### config.mk
export PLATFORM = sky130hd
export DESIGN_NAME = bipulse_dac
export DESIGN_NICKNAME = d
export VERILOG_FILES = /design/src/rtl/bpd_pkg.sv /design/src/rtl/bpd_frame_counter.sv /design/src/rtl/bpd_dither.sv /design/src/rtl/bpd_width_calc.sv /design/src/rtl/bpd_phase_decode.sv /design/src/rtl/bipulse_dac.sv
export SDC_FILE = /design/constraint.sdc
export NUM_CORES = 1
export LEC_CHECK = 0
export ABC_AREA = 1
export BUFFER_PORTS_ARGS = -buffer_cell sky130_fd_sc_hd__buf_2
export CAP_MARGIN = 20
export CORE_MARGIN = 4
export CORE_UTILIZATION = 67
export CTS_CLUSTER_SIZE = 14
export DETAILED_ROUTE_END_ITERATION = 12
export HOLD_SLACK_MARGIN = 0.03
export PLACE_DENSITY = 0.86
export SLEW_MARGIN = 15
export SYNTH_ARGS = -nofsm -noshare
export SYNTH_HDL_FRONTEND = slang
export SYNTH_SLANG_ARGS = --single-unit
### constraint.sdc
create_clock -name clk -period 18.95 [get_ports clk]
set_input_delay 2.8425 -clock clk [delete_from_list [all_inputs] [get_ports clk]]
set_output_delay 2.8425 -clock clk [all_outputs]
set_load 0.01 [all_outputs]
### src/rtl/bpd_pkg.sv
package bpd_pkg;
    typedef enum logic [1:0] {
        PH_IDLE  = 2'd0,
        PH_SETUP = 2'd1,
        PH_HIGH  = 2'd2,
        PH_LOW   = 2'd3
    } phase_e;
endpackage

### src/rtl/bpd_frame_counter.sv
module bpd_frame_counter #(
    parameter int FRAME_CYC = 12500,
    parameter int CW        = 14
) (
    input  logic [CW-1:0] cnt_q,
    output logic [CW-1:0] cnt_nxt
);
    localparam logic [CW-1:0] LAST = CW'(FRAME_CYC - 1);

    always_comb begin
        if (cnt_q == LAST) cnt_nxt = '0;
        else               cnt_nxt = cnt_q + 1'b1;
    end
endmodule

### src/rtl/bpd_dither.sv
module bpd_dither #(
    parameter int INT_W  = 8,
    parameter int FRAC_W = 8
) (
    input  logic [INT_W+FRAC_W-1:0] corr,
    input  logic [FRAC_W-1:0]       acc_q,
    output logic signed [INT_W:0]   imb,
    output logic [FRAC_W-1:0]       acc_nxt
);
    logic [INT_W-1:0]  int_part;
    logic [FRAC_W-1:0] frac_part;
    logic [FRAC_W:0]   sum;

    always_comb begin
        int_part  = corr[INT_W+FRAC_W-1:FRAC_W];
        frac_part = corr[FRAC_W-1:0];
        sum       = {1'b0, acc_q} + {1'b0, frac_part};
        acc_nxt   = sum[FRAC_W-1:0];
        imb       = $signed({int_part[INT_W-1], int_part})
                  + $signed({{INT_W{1'b0}}, sum[FRAC_W]});
    end
endmodule

### src/rtl/bpd_width_calc.sv
module bpd_width_calc #(
    parameter int CW        = 14,
    parameter int IW        = 9,
    parameter int BASE_HALF = 4000,
    parameter int MAXE      = 4498
) (
    input  logic signed [IW-1:0] imb,
    output logic [CW-1:0]        t_high,
    output logic [CW-1:0]        t_low,
    output logic                 clamped
);
    localparam int MW = ((CW > IW) ? CW : IW) + 1;
    localparam logic [MW-1:0] MAXE_EXT = MW'(MAXE);
    localparam logic [CW-1:0] BASE     = CW'(BASE_HALF);

    logic          neg;
    logic [IW-1:0] mag;
    logic [MW-1:0] mag_ext;
    logic [MW-1:0] lim;
    logic [CW-1:0] ext;

    always_comb begin
        neg     = imb[IW-1];
        mag     = neg ? (~imb + 1'b1) : imb;
        mag_ext = {{(MW-IW){1'b0}}, mag};
        clamped = (mag_ext > MAXE_EXT);
        lim     = clamped ? MAXE_EXT : mag_ext;
        ext     = lim[CW-1:0];
        t_high  = neg ? BASE : BASE + ext;
        t_low   = neg ? BASE + ext : BASE;
    end
endmodule

### src/rtl/bpd_phase_decode.sv
module bpd_phase_decode
    import bpd_pkg::*;
#(
    parameter int CW = 14
) (
    input  logic [CW-1:0] cnt,
    input  logic [CW-1:0] t_high,
    input  logic [CW-1:0] t_low,
    input  logic          live,
    output phase_e        phase
);
    logic [CW-1:0] hi_end;
    logic [CW-1:0] lo_end;

    always_comb begin
        hi_end = CW'(2) + t_high;
        lo_end = hi_end + t_low;
        if (!live)                                  phase = PH_IDLE;
        else if (cnt == CW'(1))                     phase = PH_SETUP;
        else if (cnt >= CW'(2) && cnt < hi_end)     phase = PH_HIGH;
        else if (cnt >= hi_end && cnt < lo_end)     phase = PH_LOW;
        else                                        phase = PH_IDLE;
    end
endmodule

### src/rtl/bipulse_dac.sv
module bipulse_dac
    import bpd_pkg::*;
#(
    parameter int FRAME_CYC = 12500,
    parameter int BASE_HALF = 4000,
    parameter int INT_W     = 8,
    parameter int FRAC_W    = 8
) (
    input  logic                    clk,
    input  logic                    rst_n,
    input  logic                    enable_i,
    input  logic                    startup_i,
    input  logic [INT_W+FRAC_W-1:0] corr_i,
    output logic                    pin_data_o,
    output logic                    pin_oe_o,
    output logic                    fast_sel_o,
    output logic                    sat_o,
    output logic                    frame_strobe_o
);
    localparam int CW   = $clog2(FRAME_CYC + 1);
    localparam int IW   = INT_W + 1;
    localparam int MAXE = FRAME_CYC - 2 - 2 * BASE_HALF;

    typedef struct packed {
        logic [CW-1:0]     cnt;
        logic [CW-1:0]     th;
        logic [CW-1:0]     tl;
        logic [FRAC_W-1:0] acc;
        logic              live;
        logic              fast;
        logic              sat;
        logic              strobe;
        logic              data;
        logic              oe;
    } state_t;

    state_t st_q, st_d;

    logic [CW-1:0]        cnt_nxt;
    logic signed [IW-1:0] imb;
    logic [FRAC_W-1:0]    acc_nxt;
    logic [CW-1:0]        calc_th, calc_tl;
    logic                 calc_sat;
    logic                 boundary;
    logic [CW-1:0]        th_nxt, tl_nxt;
    logic                 live_nxt;
    phase_e               phase_nxt;

    bpd_frame_counter #(.FRAME_CYC(FRAME_CYC), .CW(CW)) u_counter (
        .cnt_q   (st_q.cnt),
        .cnt_nxt (cnt_nxt)
    );

    bpd_dither #(.INT_W(INT_W), .FRAC_W(FRAC_W)) u_dither (
        .corr    (corr_i),
        .acc_q   (st_q.acc),
        .imb     (imb),
        .acc_nxt (acc_nxt)
    );

    bpd_width_calc #(.CW(CW), .IW(IW), .BASE_HALF(BASE_HALF), .MAXE(MAXE)) u_width (
        .imb     (imb),
        .t_high  (calc_th),
        .t_low   (calc_tl),
        .clamped (calc_sat)
    );

    // Boundary-sampled frame parameters, seen by the decoder one cycle ahead.
    assign boundary = (st_q.cnt == '0);
    assign live_nxt = boundary ? enable_i : st_q.live;
    assign th_nxt   = boundary ? (enable_i ? calc_th : '0) : st_q.th;
    assign tl_nxt   = boundary ? (enable_i ? calc_tl : '0) : st_q.tl;

    bpd_phase_decode #(.CW(CW)) u_decode (
        .cnt    (cnt_nxt),
        .t_high (th_nxt),
        .t_low  (tl_nxt),
        .live   (live_nxt),
        .phase  (phase_nxt)
    );

    always_comb begin
        st_d        = st_q;
        st_d.cnt    = cnt_nxt;
        st_d.th     = th_nxt;
        st_d.tl     = tl_nxt;
        st_d.live   = live_nxt;
        if (boundary) begin
            st_d.fast = startup_i;
            st_d.sat  = enable_i & calc_sat;
            st_d.acc  = enable_i ? acc_nxt : '0;
        end
        st_d.strobe = (cnt_nxt == '0);
        st_d.data   = (phase_nxt == PH_SETUP) || (phase_nxt == PH_HIGH);
        st_d.oe     = (phase_nxt == PH_HIGH) || (phase_nxt == PH_LOW);
    end

    always_ff @(posedge clk or negedge rst_n) begin
        if (!rst_n) begin
            st_q     <= '0;
            st_q.cnt <= CW'(FRAME_CYC - 1);
        end else begin
            st_q <= st_d;
        end
    end

    assign pin_data_o     = st_q.data;
    assign pin_oe_o       = st_q.oe;
    assign fast_sel_o     = st_q.fast;
    assign sat_o          = st_q.sat;
    assign frame_strobe_o = st_q.strobe;
endmodule

==> results of run 1 <==
state kept, by name, indices dropped and copies added, names as in the netlist:
name            flops
fast_sel_o          1
st_q               51
pin_data_o          1
frame_strobe_o      1
pin_oe_o            1
layout by cell type (no fill, tap or decap), types with 5 or more instances in the layout:
cell type,instances
ha_1,59
dfstp_2,7
clkbuf_8,5
xnor2_1,7
nand2_2,7
buf_2,23
o21ai_0,23
nand2_1,146
nand3_1,45
inv_2,10
a21oi_1,37
xor2_1,12
nor3_1,9
nand4_1,10
nor2_1,48
nor4_1,5
inv_1,88
dfrtp_1,48
worst min-delay path: stages (launching register included):
cell and delay, ns:
dfrtp_1 0.36, nand2_1 0.05, nand2_1 0.06
per-layer routing:
layer	share of wire [%]	track usage [%]	up-vias
li1	-	-	2132
met3	7.3	4.68	19
met2	45	43.3	164
met5	0	0	-
met1	46	38.5	1971
met4	2.2	9.65	0
power by group through the flow:
stage	sequential, uW	clock [uW]	combinational [uW]
floorplan	127	0	55.5
finish	126	72.2	75.7
CTS	126	72.9	75.3
global placement	128	0	71.7
detailed placement	128	0	74.5
global route	126	77.8	87.1
metrics by stage:
step	hold WS (ns)	setup slack, ns	util (%)
5_1_grt	0.534	7.97	74.0
3_5_place_dp	0.477	8.48	72.5
6_report	0.499	8.72	74.0
2_1_floorplan	0.449	9.56	-
4_1_cts	0.506	8.76	74.0
3_3_place_gp	0.458	8.69	72.5
how the worst max path moves through the flow:
| stage | slack, ns | depth (start not counted) | endpoint |
|---|---|---|---|
| final | 8.72 | 53 | pin_oe_o |
| after global routing | 7.97 | 52 | pin_oe_o |
| after CTS | 8.76 | 53 | pin_oe_o |
| after detailed placement | 8.48 | 52 | pin_oe_o |
| after global placement | 8.69 | 51 | pin_oe_o |
| after floorplan | 9.56 | 50 | pin_oe_o |
final cells by class:
class                   instances  area, um^2  area share (%)
clock inverters                 3        31.3           0.619
multi-input cells             473        2940            58.2
repair buffers                 25         130            2.58
inverters                     100         378            7.48
well taps                      96         120            2.38
flip-flops and latches         55        1390            27.4
clock buffers                   5        68.8            1.36
logic make-up after synthesis:
kind of cell               share of synthesized area [%]
other                                              0.159
xor gates and xnor gates                            3.52
AOI/OAI and AO/OA                                   12.3
adders and majority gates                           16.5
buffers and inverters                               8.43
and+or+nand+nor                                     29.8
DFF                                                 29.3
==> run_results.csv, run 1 <==
group,metric,value,unit
status,run_status,"complete, no violations",
layout,stdcell_count,757,
detailed_routing,drt_iter0_drc,482,
flow_run,cap_violations,0,
cts,clock_path_buffers,2,
pwr,ir_drop,0.0452,mV
synthesis,async_flop_share,100,%
critical_path,critPathTopFamily,"simple AND/OR/NAND/NOR gates",
synthesis,synth_common_cells,"nand2_1, inv_1, ha_1, dfrtp_1, nor2_1",
synthesis,netlist_instances,632,
critical_path,path_buf_inv,8,
detailed_routing,ant_nets,0,
synthesis,yosysMostFrequentCell,"nand2_1",
detailed_routing,dr.pass1.iters,5,
synthesis,ys_seq_area_share,29.3,%
floorplan,core_area,6830,um^2
synthesis,synthFlopType,"dfrtp_1",
critical_path,worstPathArrival,10.44,ns
placed_design,place_inst,749,
floorplan,die_h,92.0,um
sta,tightest_slew,0.704,ns
synthesis,synth.largest_area_cell,"dfrtp_1",
grt,grt_pass1_wl,18.8,mm
critical_path,rrSetupSlack,10.93,ns
floorplan,ios,25,
worst_hold_path,worstHoldStart,"fast_sel_o",
detailed_routing,wl_per_cell,14.7,um
floorplan,rows,30,
detailed_routing,drt-vias-per-instance,5.66,
sta,min_period,10.23,ns
synthesis,synth_area_leaders,"dfrtp_1, ha_1, nand2_1",
synthesis,yosys.cell_types.count,61,
sta,tns,0,ns
critical_path,critPathLaunch,"corr_i[0]",
synthesis,yosysWarningCount,0,
pwr,power_frac_seq,45.9,%
sta,hold_violations,0,
synthesis,syn_nets,713,
layout,nets,741,
sta,finalCritPeriodShare,54.0,%
cts,clk_latency,0.33,ns
pwr,p_leak,0.00265,uW
grt,grt_usage,27.6,%
critical_path,worstSetupPathType,"input port to register",
critical_path,timing.rr.start,"st_q[6]",
synthesis,syn_area_per_cell,7.47,um^2
critical_path,startpoint_type,"input port",
floorplan,dieWidth,92.0,um
cts,cts-buffers-inserted,5,
grt,grt_pass1_vias,4076,
worst_hold_path,holdPathEnd,"fast_sel_o",
worst_hold_path,hold_path_class,"register to register",
grt,overflow,0,
critical_path,critPathSlowestCell,"fa_1",
layout,final_area,5050,um^2
cts,cts.clk_slew.worst_paths,0.12,ns
grt,antenna_found_initial,0,
sta,slew_headroom,53.1,%
synthesis,ys_ff_latch,55,
critical_path,r2r_end,"pin_oe_o",
synthesis,synth_top_area_share,25.4,%
detailed_routing,drcViolationCount,0,
pwr,p_sw_share,33.9,%
cts,cts-resized-gates,0,
critical_path,crit_required,19.16,ns
cts,cts_hold_buf,0,
layout,area_delta_synth_final,7.00,%
cts,ctsHtreeMaxLevel,2,
pwr,p_comb_share,27.7,%
pwr,powerDensity,54.1,nW/um^2
detailed_routing,vias,4286,
pwr,fin_total_pwr,273,uW
critical_path,cpMostUsedCell,"nand2_1",
sta,fmax,97.7,MHz
pwr,intPower,181,uW
layout,n_fill_cell,544,
synthesis,synth_area,4720,um^2
critical_path,end_kind,"register",
critical_path,worst_path_largest_cell_delay,0.40,ns
detailed_routing,wirelength,11.1,mm
sta,slew_viol_final,0,
grt,grt_max_degree,56,
pwr,p_switching,92.7,uW
sta,rsz0062_at_grt,"false",
placed_design,io_buffer_count,23,
synthesis,synth_edf_count,0,
worst_hold_path,whs_path_depth,2,
layout,drive_gt1_share,12.6,%
placed_design,place_area,4950,um^2
sta,fin_skew,0.0164,ns
cts,post_cts_buffers,0,
floorplan,die_area,8450,um^2
critical_path,path_max_fanout,6,
layout,num_antenna_cells,0,
sta,setup_violations,0,
cts,cts-root-buf,"clkbuf_8",
cts,cts_sinks,55,
placed_design,hpwl,8.88,mm
cts,cts_tree,"built",
critical_path,reg2reg_depth,52,
placed_design,place_congestion,0.948,
floorplan,initial_core_util,69.1,%
pwr,clkPwrFrac,26.4,%
Power figures use the tool's default switching activity.
==> run 2, diff against run 1 <==
--- a/config.mk
+++ b/config.mk
@@ -9,11 +9,11 @@
 export BUFFER_PORTS_ARGS = -buffer_cell sky130_fd_sc_hd__buf_2
 export CAP_MARGIN = 20
 export CORE_MARGIN = 4
-export CORE_UTILIZATION = 67
+export CORE_UTILIZATION = 57
 export CTS_CLUSTER_SIZE = 14
 export DETAILED_ROUTE_END_ITERATION = 12
 export HOLD_SLACK_MARGIN = 0.03
-export PLACE_DENSITY = 0.86
+export PLACE_DENSITY = 0.78
 export SLEW_MARGIN = 15
 export SYNTH_ARGS = -nofsm -noshare
 export SYNTH_HDL_FRONTEND = slang
==> constraint.sdc (replaced) <==
create_clock -name clk -period 8.7 [get_ports clk]
set_input_delay 1.305 -clock clk [delete_from_list [all_inputs] [get_ports clk]]
set_output_delay 1.305 -clock clk [all_outputs]
set_load 0.01 [all_outputs]
==> run_results.csv, run 2 (same netlist as run 1, synthesis figures left out) <==
group,metric,value,unit
status,run_status,"complete, no violations",
layout,area_delta_synth_final,10.6,%
critical_path,worstPathArrival,8.29,ns
cts,ctsHtreeMaxLevel,2,
layout,largest_reg_flops,51,
floorplan,core_area,7890,um^2
sta,hold_violations,0,
cts,cts_tree,"built",
layout,drive_gt1_share,15.8,%
layout,final_area,5220,um^2
floorplan,initial_core_util,59.9,%
sta,setup_violations,0,
sta,min_period,8.08,ns
layout,nets,749,
layout,layout_commonest_cell,"nand2_1",
sta,tightest_slew,0.709,ns
detailed_routing,vias,4370,
cts,clock_path_buffers,2,
worst_hold_path,worstHoldStart,"st_q[41]",
floorplan,rows,32,
critical_path,worstSetupPathType,"input port to register",
sta,worst_slack,0.620,ns
sta,fin_skew,0.0136,ns
sta,rsz0062_at_grt,"false",
detailed_routing,top_layer_used,"met4",
detailed_routing,wirelength,12.0,mm
grt,grt_usage,24.4,%
critical_path,critPathSlowestCell,"fa_1",
pwr,ir_drop,0.0689,mV
detailed_routing,dr.pass1.iters,8,
critical_path,critPathLaunch,"corr_i[0]",
layout,n_fill_cell,671,
detailed_routing,drt-vias-per-instance,5.67,
grt,grt_pass1_wl,19.5,mm
critical_path,cpMostUsedCell,"nand2_1",
critical_path,reg2reg_depth,44,
sta,fmax,124,MHz
sta,slew_viol_final,0,
sta,finalCritPeriodShare,92.9,%
cts,cts-buffers-inserted,5,
detailed_routing,wl_met1,5.35,mm
flow_run,cap_violations,0,
floorplan,dieWidth,99.0,um
critical_path,startpoint_type,"input port",
detailed_routing,met3_length,856,um
detailed_routing,wl_per_cell,15.5,um
sta,hold_ws,0.503,ns
placed_design,hpwl,9.28,mm
detailed_routing,drt_iter0_drc,305,
detailed_routing,drcViolationCount,0,
placed_design,place_congestion,0.894,
floorplan,die_area,9800,um^2
worst_hold_path,hold_path_class,"register to register",
worst_hold_path,whs_path_depth,2,
layout,regMostFlops,"st_q",
grt,grt_pass1_vias,4174,
critical_path,end_kind,"register",
grt,antenna_found_initial,0,
grt,grt_max_degree,56,
critical_path,path_max_fanout,5,
layout,stdcell_count,771,
cts,clk_latency,0.32,ns
sta,slew_headroom,52.7,%
grt,overflow,0,
placed_design,place_ws,-0.125,ns
pwr,fin_total_pwr,613,uW
critical_path,timing.rr.start,"st_q[6]",
cts,cts.clk_slew.worst_paths,0.10,ns
cts,cts_sinks,55,
critical_path,crit_required,8.91,ns
detailed_routing,ant_nets,0,
floorplan,ios,25,
placed_design,place_inst,761,
floorplan,die_h,99.0,um
placed_design,io_buffer_count,23,
detailed_routing,met2_length,5.53,mm
layout,num_antenna_cells,0,
pwr,powerDensity,117,nW/um^2
critical_path,worst_path_largest_cell_delay,0.41,ns
cts,cts-root-buf,"clkbuf_8",
placed_design,place_area,5000,um^2
pwr,p_leak,0.00271,uW
layout,most-common-layout-cells,"nand2_1, inv_1, ha_1, dfrtp_1, nor2_1",
==> run 2: path summary, 6_finish.rpt <==
path | slack, ns | endpoint
setup / recovery | 0.62 | pin_oe_o
hold / removal | 0.50 | st_q[41]
setup reg to reg | 1.30 | pin_oe_o
hold reg to reg | 0.50 | st_q[41]
max in group asynchronous | 7.12 | st_q[44]
min in group asynchronous | 1.10 | st_q[10]
==> run 2: worst max-delay path, delay by kind of cell <==
family                   cells  cell delay, ns
AND/OR/NAND/NOR             17            1.78
XOR/XNOR                     2            0.35
buffers and inverters        6            0.55
AO/OA/AOI/OAI               11            1.96
adder cells (fa/ha/maj)      9            2.35
==> run 2: stage by stage <==
stage	TNS (ns)	utilization, %
finish	0	66.2
global route	0	66.2
CTS	0	64.8
detailed placement	-0.149	63.5
global placement	0	63.5
floorplan	0	-
==> run 2: layer usage <==
metal / up-vias / track usage (%)
met2: 154 / 39.7
met4: 0 / 5.57
met5: - / 0
met1: 2046 / 34.5
met3: 24 / 3.68
li1: 2146 / -
==> run 2: power breakdown <==
| group | internal, uW | total (uW) | switching, uW | leakage, uW |
|---|---|---|---|---|
| Clock | 67.4 | 162 | 94.3 | 0.0000533 |
| Combinational | 70.4 | 178 | 108 | 0.00197 |
| Sequential | 269 | 273 | 4.74 | 0.000689 |
| Total | 406 | 613 | 207 | 0.00271 |
==> run 2: layout make-up <==
type / instances / area (um^2) / share of cell area [%]
clock inverter: 2 / 20.0 / 0.383
inverter: 100 / 378 / 7.24
sequential: 55 / 1390 / 26.5
multi-input combinational: 473 / 3040 / 58.2
tap: 102 / 128 / 2.44
timing repair buffer: 33 / 190 / 3.64
clock buffer: 6 / 82.6 / 1.58
==> run 2: repair_timing <==
item	4_1_cts	5_1_grt
setup endpoints to repair	0	2
hold buffers	0	0
gates resized for setup	0	20
setup buffers	0	2
==> run 3, diff against run 2 <==
--- a/config.mk
+++ b/config.mk
@@ -6,7 +6,7 @@
 export NUM_CORES = 1
 export LEC_CHECK = 0
 export ABC_AREA = 1
-export BUFFER_PORTS_ARGS = -buffer_cell sky130_fd_sc_hd__buf_2
+export BUFFER_PORTS_ARGS = -buffer_cell sky130_fd_sc_hd__buf_4
 export CAP_MARGIN = 20
 export CORE_MARGIN = 4
 export CORE_UTILIZATION = 57
==> run_results.csv, run 3 (same netlist as run 1, synthesis figures left out) <==
group,metric,value,unit
critical_path,crit_required,8.92,ns
sta,hold_violations,0,
detailed_routing,vias,4315,
layout,most-common-layout-cells,"nand2_1, inv_1, ha_1, dfrtp_1, nor2_1",
cts,cts_tree,"built",
cts,cts.clk_slew.worst_paths,0.12,ns
placed_design,io_buffer_count,23,
layout,num_antenna_cells,0,
floorplan,initial_core_util,59.9,%
detailed_routing,ant_nets,0,
cts,ctsHtreeMaxLevel,2,
cts,clk_latency,0.33,ns
critical_path,cpMostUsedCell,"nand2_1",
worst_hold_path,hold_path_class,"register to register",
critical_path,path_max_fanout,6,
detailed_routing,wl_per_cell,15.4,um
detailed_routing,drcViolationCount,0,
placed_design,hpwl,9.32,mm
floorplan,dieWidth,99.0,um
critical_path,startpoint_type,"input port",
grt,grt_pass1_wl,19.9,mm
layout,regMostFlops,"st_q",
sta,fmax,121,MHz
sta,finalCritPeriodShare,95.1,%
sta,slew_headroom,51.6,%
sta,fin_skew,0.0116,ns
layout,largest_reg_flops,51,
floorplan,die_area,9800,um^2
critical_path,critPathTopFamily,"simple AND/OR/NAND/NOR gates",
grt,grt_max_degree,56,
sta,tightest_slew,0.727,ns
grt,grt_usage,24.8,%
detailed_routing,dr.pass1.iters,5,
pwr,p_leak,0.00274,uW
pwr,ir_drop,0.0756,mV
layout,drive_gt1_share,17.2,%
critical_path,path_buf_inv,8,
critical_path,end_kind,"register",
layout,layout_commonest_cell,"nand2_1",
cts,cts_sinks,55,
floorplan,ios,25,
critical_path,worst_path_largest_cell_delay,0.43,ns
grt,grt_pass1_vias,4210,
flow_run,cap_violations,0,
grt,antenna_found_initial,0,
status,run_status,"complete, no violations",
floorplan,core_area,7890,um^2
grt,overflow,0,
floorplan,die_h,99.0,um
sta,setup_violations,0,
detailed_routing,drt-vias-per-instance,5.57,
pwr,fin_total_pwr,644,uW
critical_path,worstSetupPathType,"input port to register",
cts,clock_path_buffers,2,
sta,slew_viol_final,0,
pwr,powerDensity,121,nW/um^2
cts,cts-root-buf,"clkbuf_8",
critical_path,worstPathArrival,8.49,ns
placed_design,place_congestion,0.880,
cts,cts_hold_buf,0,
layout,nets,753,
sta,min_period,8.27,ns
layout,area_delta_synth_final,13.0,%
detailed_routing,wirelength,11.9,mm
detailed_routing,drt_iter0_drc,289,
cts,cts-buffers-inserted,5,
floorplan,rows,32,
critical_path,critPathSlowestCell,"fa_2",
sta,hold_ws,0.502,ns
==> run 3: cell count changes in the layout (fill, tap and decap cells not counted), moves of 2 or more <==
cell | previous run | this run
ha_2 | 1 | 3
inv_1 | 88 | 86
inv_2 | 10 | 12
buf_2 | 23 | 0
buf_4 | 10 | 37
==> run 3: what timing repair did <==
item | 4_1_cts | 5_1_grt
buffers inserted | 0 | 6
resized for setup | 0 | 27
endpoints found under the setup margin | 0 | 2
==> run 3: power by group <==
group | switching (uW) | total (uW) | internal, uW
combinational | 109 | 184 | 75.0
sequential | 4.51 | 273 | 269
clock | 97.9 | 187 | 89.1
==> run 3: cell type report <==
type	count	area, um^2
Clock inverter	3	50.0
Multi-Input combinational cell	473	3050
Timing Repair Buffer	37	278
Tap cell	102	128
Inverter	100	378
Clock buffer	5	68.8
Fill cell	672	2550
Sequential cell	55	1390
==> run 3: final timing paths <==
kind / slack (ns) / to / startpoint / depth (start not counted)
hold / removal: 0.50 / fast_sel_o / fast_sel_o / 2
max in group asynchronous: 7.20 / st_q[5] / rst_n / 1
hold reg to reg: 0.50 / fast_sel_o / fast_sel_o / 2
setup / recovery: 0.43 / pin_oe_o / corr_i[0] / 53
setup reg to reg: 1.09 / pin_oe_o / st_q[6] / 52
min in group asynchronous: 1.01 / st_q[9] / rst_n / 1
==> run 3: per-layer routing <==
layer,vias up,routed length (um),track usage (%)
met2,133,5490,40.2
met5,-,0,0
met3,11,761,3.18
met1,2009,5530,35.2
li1,2162,-,-
met4,0,160,5.99
==> run 3: tightest hold or removal path, stage by stage, from the launching register on <==
cell and delay, ns:
dfrtp_1 0.37, nand2_1 0.06, nand2_1 0.05
==> run 3: per-stage QoR <==
stage	area, um^2	cells	setup TNS (ns)	worst slack [ns]	utilization, %
finish	5330	775	0	0.430	67.6
global route	5330	775	-0.0709	-0.0709	67.6
CTS	5180	769	0	0.0627	65.7
detailed placement	5060	761	-0.257	-0.186	64.2
global placement	5060	761	0	0.204	64.2
floorplan	4720	632	0	0.844	-
